## config.mk

```make
export PLATFORM = sky130hd
export DESIGN_NAME = crx_receiver
export DESIGN_NICKNAME = d
export VERILOG_FILES = /design/src/rtl/crx_pkg.sv /design/src/rtl/crx_plane_fifo.sv /design/src/rtl/crx_credit_ctrl.sv /design/src/rtl/crx_receiver.sv
export SDC_FILE = /design/constraint.sdc
export NUM_CORES = 1
export LEC_CHECK = 0
export ABC_AREA = 1
export BUFFER_PORTS_ARGS = -buffer_cell sky130_fd_sc_hd__clkbuf_2
export CORE_UTILIZATION = 45
export CTS_CLUSTER_DIAMETER = 80
export DETAILED_ROUTE_END_ITERATION = 6
export GPL_TIMING_DRIVEN = 1
export PLACE_DENSITY = 0.59
export SYNTH_ARGS = -nofsm -noshare
export SYNTH_HDL_FRONTEND = slang
export SYNTH_SLANG_ARGS = --single-unit
```

## constraint.sdc

```tcl
create_clock -name clk -period 5.15 [get_ports clk]
set_input_delay 1.03 -clock clk [delete_from_list [all_inputs] [get_ports clk]]
set_output_delay 1.03 -clock clk [all_outputs]
set_load 0.01 [all_outputs]
```

## src/rtl/crx_pkg.sv

```systemverilog
package crx_pkg;

    typedef enum logic [1:0] {
        GS_HOLD = 2'd0,
        GS_FILL = 2'd1,
        GS_RUN  = 2'd2
    } grant_st_e;

    function automatic int idx_w(input int n);
        return (n > 1) ? $clog2(n) : 1;
    endfunction

endpackage

```

## src/rtl/crx_plane_fifo.sv

```systemverilog
module crx_plane_fifo #(
    parameter int DW    = 8,
    parameter int DEPTH = 4,
    parameter int OW    = 3
) (
    input  logic          clk,
    input  logic          rst_n,
    input  logic          wr_en,
    input  logic [DW-1:0] wr_data,
    input  logic          wr_sh,
    input  logic          rd_ready,
    output logic          rd_valid,
    output logic [DW-1:0] rd_data,
    output logic          pop_ded,
    output logic          pop_sh,
    output logic [OW-1:0] occ_ded
);
    localparam int PW = crx_pkg::idx_w(DEPTH);

    logic [DW:0]   mem [DEPTH];
    logic [PW-1:0] wp_q, rp_q;
    logic [OW-1:0] cnt_q, nded_q;
    logic          pop, head_sh;

    function automatic logic [PW-1:0] bump(input logic [PW-1:0] v);
        return (v == PW'(DEPTH - 1)) ? '0 : v + 1'b1;
    endfunction

    assign rd_valid = (cnt_q != '0);
    assign rd_data  = mem[rp_q][DW-1:0];
    assign head_sh  = mem[rp_q][DW];
    assign pop      = rd_valid && rd_ready;
    assign pop_ded  = pop && !head_sh;
    assign pop_sh   = pop && head_sh;
    assign occ_ded  = nded_q;

    always_ff @(posedge clk) begin
        if (wr_en) mem[wp_q] <= {wr_sh, wr_data};
    end

    always_ff @(posedge clk or negedge rst_n) begin
        if (!rst_n) begin
            wp_q   <= '0;
            rp_q   <= '0;
            cnt_q  <= '0;
            nded_q <= '0;
        end else begin
            if (wr_en) wp_q <= bump(wp_q);
            if (pop)   rp_q <= bump(rp_q);
            cnt_q  <= cnt_q + OW'(wr_en) - OW'(pop);
            nded_q <= nded_q + OW'(wr_en && !wr_sh) - OW'(pop_ded);
        end
    end

    assert_no_overflow_R3: assert property (@(posedge clk) disable iff (!rst_n)
        wr_en |-> (int'(cnt_q) < DEPTH));

endmodule

```

## src/rtl/crx_credit_ctrl.sv

```systemverilog
module crx_credit_ctrl #(
    parameter int NUM_PL = 3,
    parameter int DED    = 2,
    parameter int SH     = 2,
    parameter int OW     = 3
) (
    input  logic                          clk,
    input  logic                          rst_n,
    input  logic                          in_pending,
    input  logic                          in_valid,
    input  logic [crx_pkg::idx_w(NUM_PL)-1:0] in_plane,
    input  logic                          in_shared,
    input  logic [NUM_PL-1:0]             pop_ded,
    input  logic [NUM_PL-1:0]             pop_sh,
    input  logic [NUM_PL*OW-1:0]          occ_ded,
    output logic [NUM_PL-1:0]             wr_en,
    output logic [NUM_PL-1:0]             crd_ded,
    output logic                          crd_sh,
    output logic                          wake,
    output logic                          err_credit,
    output logic                          err_pending
);
    import crx_pkg::*;

    localparam int CW  = 5;
    localparam int PLW = idx_w(NUM_PL);

    grant_st_e         st_q, st_d;
    logic              grant_en;
    logic [NUM_PL-1:0] ret_nz, ded_avail;
    logic [CW-1:0]     sh_ret_q, sh_held_q;
    logic              sh_iss, crd_sh_q;
    logic              plane_ok, has_cr, accept, acc_sh;
    logic [PLW-1:0]    plane_ix;
    logic              pend_q, err_cr_q, err_pd_q;

    // state register
    always_ff @(posedge clk or negedge rst_n) begin
        if (!rst_n) st_q <= GS_HOLD;
        else        st_q <= st_d;
    end

    always_comb begin
        st_d = st_q;
        unique case (st_q)
            GS_HOLD: st_d = GS_FILL;
            GS_FILL: st_d = ((ret_nz == '0) && (sh_ret_q == '0)) ? GS_RUN : GS_FILL;
            GS_RUN:  st_d = GS_RUN;
            default: st_d = GS_HOLD;
        endcase
    end

    // outputs of the state machine
    always_comb begin
        unique case (st_q)
            GS_HOLD: grant_en = 1'b0;
            GS_FILL: grant_en = 1'b1;
            GS_RUN:  grant_en = 1'b1;
            default: grant_en = 1'b0;
        endcase
    end

    // acceptance decode
    assign plane_ok = (int'(in_plane) < NUM_PL);
    assign plane_ix = plane_ok ? in_plane : '0;
    assign has_cr   = in_shared ? (sh_held_q != '0) : ded_avail[plane_ix];
    assign accept   = in_valid && plane_ok && has_cr;
    assign acc_sh   = accept && in_shared;

    for (genvar p = 0; p < NUM_PL; p++) begin : g_pl
        logic [CW-1:0] ret_q, held_q;
        logic          iss, crd_q, acc_d;

        assign wr_en[p]     = accept && (plane_ix == PLW'(p));
        assign acc_d        = wr_en[p] && !in_shared;
        assign iss          = grant_en && (ret_q != '0);
        assign ret_nz[p]    = (ret_q != '0);
        assign ded_avail[p] = (held_q != '0);
        assign crd_ded[p]   = crd_q;

        always_ff @(posedge clk or negedge rst_n) begin
            if (!rst_n) begin
                ret_q  <= CW'(DED);
                held_q <= '0;
                crd_q  <= 1'b0;
            end else begin
                ret_q  <= ret_q - CW'(iss) + CW'(pop_ded[p]);
                held_q <= held_q + CW'(crd_q) - CW'(acc_d);
                crd_q  <= iss;
            end
        end

        assert_ded_cap_R2: assert property (@(posedge clk) disable iff (!rst_n)
            int'(held_q) <= DED);

        assert_ded_conserve_R4: assert property (@(posedge clk) disable iff (!rst_n)
            (int'(held_q) + int'(crd_q) + int'(ret_q) + int'(occ_ded[p*OW +: OW])) == DED);
    end

    assign sh_iss = grant_en && (sh_ret_q != '0);
    assign crd_sh = crd_sh_q;

    always_ff @(posedge clk or negedge rst_n) begin
        if (!rst_n) begin
            sh_ret_q  <= CW'(SH);
            sh_held_q <= '0;
            crd_sh_q  <= 1'b0;
        end else begin
            sh_ret_q  <= sh_ret_q - CW'(sh_iss) + CW'($countones(pop_sh));
            sh_held_q <= sh_held_q + CW'(crd_sh_q) - CW'(acc_sh);
            crd_sh_q  <= sh_iss;
        end
    end

    always_ff @(posedge clk or negedge rst_n) begin
        if (!rst_n) begin
            pend_q   <= 1'b0;
            err_cr_q <= 1'b0;
            err_pd_q <= 1'b0;
        end else begin
            pend_q   <= in_pending;
            err_cr_q <= err_cr_q | (in_valid && !accept);
            err_pd_q <= err_pd_q | (in_valid && !pend_q);
        end
    end

    assign wake        = pend_q;
    assign err_credit  = err_cr_q;
    assign err_pending = err_pd_q;

    assert_hold_quiet_R1: assert property (@(posedge clk) disable iff (!rst_n)
        (st_q == GS_HOLD) |-> ((crd_ded == '0) && !crd_sh));

    assert_sh_cap_R2: assert property (@(posedge clk) disable iff (!rst_n)
        int'(sh_held_q) <= SH);

    assert_err_sticky_R6: assert property (@(posedge clk) disable iff (!rst_n)
        $past(err_credit) |-> err_credit);

    assert_pend_flag_R7: assert property (@(posedge clk) disable iff (!rst_n)
        (in_valid && !wake) |=> err_pending);

    assert_fsm_order_R9: assert property (@(posedge clk) disable iff (!rst_n)
        (st_q == GS_RUN) |=> (st_q == GS_RUN));

endmodule

```

## src/rtl/crx_receiver.sv

```systemverilog
module crx_receiver #(
    parameter int NUM_PL = 3,
    parameter int DED    = 2,
    parameter int SH     = 2,
    parameter int DW     = 8
) (
    input  logic                              clk,
    input  logic                              rst_n,
    input  logic                              in_pending,
    input  logic                              in_valid,
    input  logic [crx_pkg::idx_w(NUM_PL)-1:0] in_plane,
    input  logic                              in_shared,
    input  logic [DW-1:0]                     in_data,
    output logic [NUM_PL-1:0]                 crd_ded,
    output logic                              crd_sh,
    output logic [NUM_PL-1:0]                 out_valid,
    output logic [NUM_PL*DW-1:0]              out_data,
    input  logic [NUM_PL-1:0]                 out_ready,
    output logic                              wake,
    output logic                              err_credit,
    output logic                              err_pending
);
    localparam int DEPTH = DED + SH;
    localparam int OW    = $clog2(DEPTH + 1);

    logic [NUM_PL-1:0]    wr_en, pop_ded, pop_sh;
    logic [NUM_PL*OW-1:0] occ_ded;

    crx_credit_ctrl #(
        .NUM_PL(NUM_PL), .DED(DED), .SH(SH), .OW(OW)
    ) i_ctrl (
        .clk(clk), .rst_n(rst_n),
        .in_pending(in_pending), .in_valid(in_valid),
        .in_plane(in_plane), .in_shared(in_shared),
        .pop_ded(pop_ded), .pop_sh(pop_sh), .occ_ded(occ_ded),
        .wr_en(wr_en), .crd_ded(crd_ded), .crd_sh(crd_sh),
        .wake(wake), .err_credit(err_credit), .err_pending(err_pending)
    );

    for (genvar p = 0; p < NUM_PL; p++) begin : g_q
        crx_plane_fifo #(.DW(DW), .DEPTH(DEPTH), .OW(OW)) i_fifo (
            .clk(clk), .rst_n(rst_n),
            .wr_en(wr_en[p]), .wr_data(in_data), .wr_sh(in_shared),
            .rd_ready(out_ready[p]), .rd_valid(out_valid[p]),
            .rd_data(out_data[p*DW +: DW]),
            .pop_ded(pop_ded[p]), .pop_sh(pop_sh[p]),
            .occ_ded(occ_ded[p*OW +: OW])
        );
    end

endmodule

```

==> impl_metrics.json <==
{
  "status": "finished with violations",
  "violations": "DRC",
  "avgSynthCellArea_um2": 11.50,
  "ant_nets": 0,
  "grt_pass1_vias": 5347,
  "tightest_slew_ps": 977.1,
  "io_buffers": 51,
  "rows": 49,
  "hp-class": "reg -> reg",
  "p_sw_share_pct": 38.90,
  "cts.reportedPaths.clkPinSlew_ps": 70,
  "rsz0062_at_grt": "false",
  "p_int_w": 0.003457,
  "yosysSeqAreaShare_pct": 59.05,
  "seqPwrFrac_pct": 38.1,
  "ir_drop_v": 0.0002882,
  "grt_pass1_wl_um": 26430,
  "die-area_um2": 19370,
  "layoutNonFillerInstCount": 1027,
  "antenna_found_initial": 0,
  "post_drt_wl_per_cell_um": 15.22,
  "cts_resized": 0,
  "tns_ps": 0,
  "cts_sinks": 178,
  "cts_setup_buffers": 0,
  "setup_viol_count_final": 0,
  "min_from": "i_ctrl.wake",
  "crit_path_start": "g_q[0].i_fifo.rp_q[0]",
  "final_area_um2": 9439,
  "vias": 5144,
  "num_antenna_cells": 0,
  "ys_types": 28,
  "ioPinCount": 52,
  "post_dp_cell_area_um2": 8892,
  "critical_path_class": "reg -> out",
  "fillerInstances": 1562,
  "relSlewSlack_pct": 34.62,
  "syn_inst": 736,
  "drc_errors": 5,
  "grt_overflow_total": 0,
  "die_width_um": 139.2,
  "wirelength_um": 15630,
  "syn_nets": 843,
  "p_per_area_nw_per_um2": 599.5,
  "clk_latency_ps": 430,
  "area_delta_synth_final_pct": 11.48,
  "layout.nets": 892,
  "core-area_um2": 18210,
  "finalHoldViolations": 0,
  "first_iter_violations": 254,
  "cp.arrival_ps": 2450,
  "place_hpwl_um": 10760,
  "reg2reg_from": "g_q[0].i_fifo.rp_q[0]",
  "worstPathRequired_ps": 4120,
  "drv_slew": 0,
  "clkPwrFrac_pct": 21.5,
  "track_usage_pct": 17.59,
  "p_total_w": 0.005659,
  "power_frac_comb_pct": 40.4,
  "dp_cells": 995,
  "seq_area_um2": 5000,
  "synth_area_um2": 8467,
  "initial_utilization_pct": 46.50,
  "finalCriticalPeriod_ps": 3482,
  "cts_tree": "yes",
  "crit_fanout": 21,
  "post-route-period-util_pct": 67.61,
  "cap_violations": 0,
  "place_congestion": 0.7890,
  "final_common_cell": "inv_1",
  "drive_gt1_share_pct": 11.28,
  "cts_buffer_depth": 2,
  "leakage_nw": 4.144,
  "max_freq_mhz": 287.2,
  "p_switching_w": 0.002201,
  "vias_per_cell": 5.009,
  "die_h_um": 139.2,
  "cts_hold_buf": 0,
  "htreeDepth": 4,
  "clock-root-buffer": "clkbuf_16",
  "cts_buffers": 17,
  "ys_ff_latch": 178,
  "start_kind": "register",
  "dr.pass1.iters": 6,
  "grt_max_degree": 71,
  "hold_ws_ps": 461.4,
  "end_kind": "output port",
  "skew_ps": 14.72,
  "final_cell_mix": "122 x inv_1, 108 x edfxtp_1, 86 x nor2_1",
  "multi_input_area_um2": 2879,
  "ys_warn_count": 0
}
layout make-up:
type,instances,area share [%]
sequential,178,52.97
multi-input combinational,412,30.50
inverter,125,4.971
clock buffer,17,4.507
tap,229,3.036
timing repair buffer,51,2.731
clock inverter,15,1.286
synthesized netlist by cell type (all sizes together):
| cell | n | area [um^2] |
|---|---|---|
| a21oi | 19 | 95.09 |
| o21ai | 64 | 327.8 |
| xnor2 | 13 | 113.9 |
| nand4 | 9 | 56.30 |
| or3 | 2 | 22.52 |
| and2 | 1 | 8.760 |
| clkbuf | 5 | 18.77 |
| clkinv | 3 | 11.26 |
| nor2 | 86 | 322.8 |
| inv | 122 | 457.9 |
| fa | 12 | 240.2 |
| nand2 | 50 | 187.7 |
| dfrtp | 66 | 1652 |
| a32o | 2 | 20.02 |
| ha | 77 | 963.4 |
| xor2 | 25 | 219.0 |
| o21bai | 1 | 7.510 |
| dfstp | 4 | 105.1 |
| o22ai | 25 | 156.4 |
| a31oi | 4 | 25.02 |
| o21a | 1 | 7.510 |
| edfxtp | 108 | 3243 |
| buf | 16 | 100.1 |
| nand3 | 21 | 105.1 |
state kept, by name (all words and copies together), names as in the netlist:
signal              cells
i_ctrl.g_pl.held_q     15
i_ctrl.crd_sh           1
g_q.i_fifo.rp_q         6
i_ctrl.wake             1
i_ctrl.err_pending      1
g_q.i_fifo.wp_q         6
i_ctrl.g_pl.ret_q      15
g_q.i_fifo.mem        108
i_ctrl.st_q             2
g_q.i_fifo.cnt_q        9
i_ctrl.sh_ret_q         5
i_ctrl.sh_held_q        5
i_ctrl.g_pl.crd_q       3
i_ctrl.err_credit       1
final timing paths:
check                           slack [ps]                      end  depth (start not counted)
worst max-delay path                  1670              out_data[5]                          4
worst min-delay path                   460       i_ctrl.err_pending                          1
worst max register to register        1680       i_ctrl.sh_ret_q[4]                         10
worst min register to register         460       i_ctrl.err_pending                          1
max in group asynchronous             3790    g_q[2].i_fifo.rp_q[0]                          1
min in group asynchronous              750  i_ctrl.g_pl[0].ret_q[3]                          1
metrics by stage:
| step | setup slack [ps] | util [%] |
|---|---|---|
| after floorplan | 1845 | - |
| after global placement | 1491 | 48.84 |
| after detailed placement | 1374 | 48.84 |
| after CTS | 1633 | 51.84 |
| after global routing | 1375 | 51.84 |
| final | 1668 | 51.84 |
cells by family after synthesis:
logic type	count (synthesis)	share of synthesized area, %
compound gates	116	7.551
xor+xnor	38	3.931
buf+inv	146	6.945
flops	178	59.05
simple gates	169	8.305
fa+ha+maj	89	14.22
power by group through the flow:
| stage | Sequential [W] | Combinational, W | Clock (W) |
|---|---|---|---|
| 3_5_place_dp | 0.00219 | 0.00231 | 0 |
| 6_report | 0.00216 | 0.00229 | 0.00122 |
| 2_1_floorplan | 0.00206 | 0.00180 | 0 |
| 3_3_place_gp | 0.00217 | 0.00217 | 0 |
| 4_1_cts | 0.00216 | 0.00233 | 0.00124 |
| 5_1_grt | 0.00221 | 0.00265 | 0.00130 |
worst max-delay path, cell delays in order, from the launching register on:
cell,delay [ps]
dfrtp_1,760
clkinv_1,640
o21ai_0,380
o22ai_1,120
clkbuf_2,140
routing by layer:
metal / GRT usage (%) / wire [um] / up-vias
li1: - / - / 2546
met1: 21.94 / 7173 / 2493
met2: 30.22 / 7753 / 86
met3: 3.729 / 471 / 19
met4: 6.316 / 233 / 0
met5: 0 / 0 / -
(Power assumes the default switching activity.)
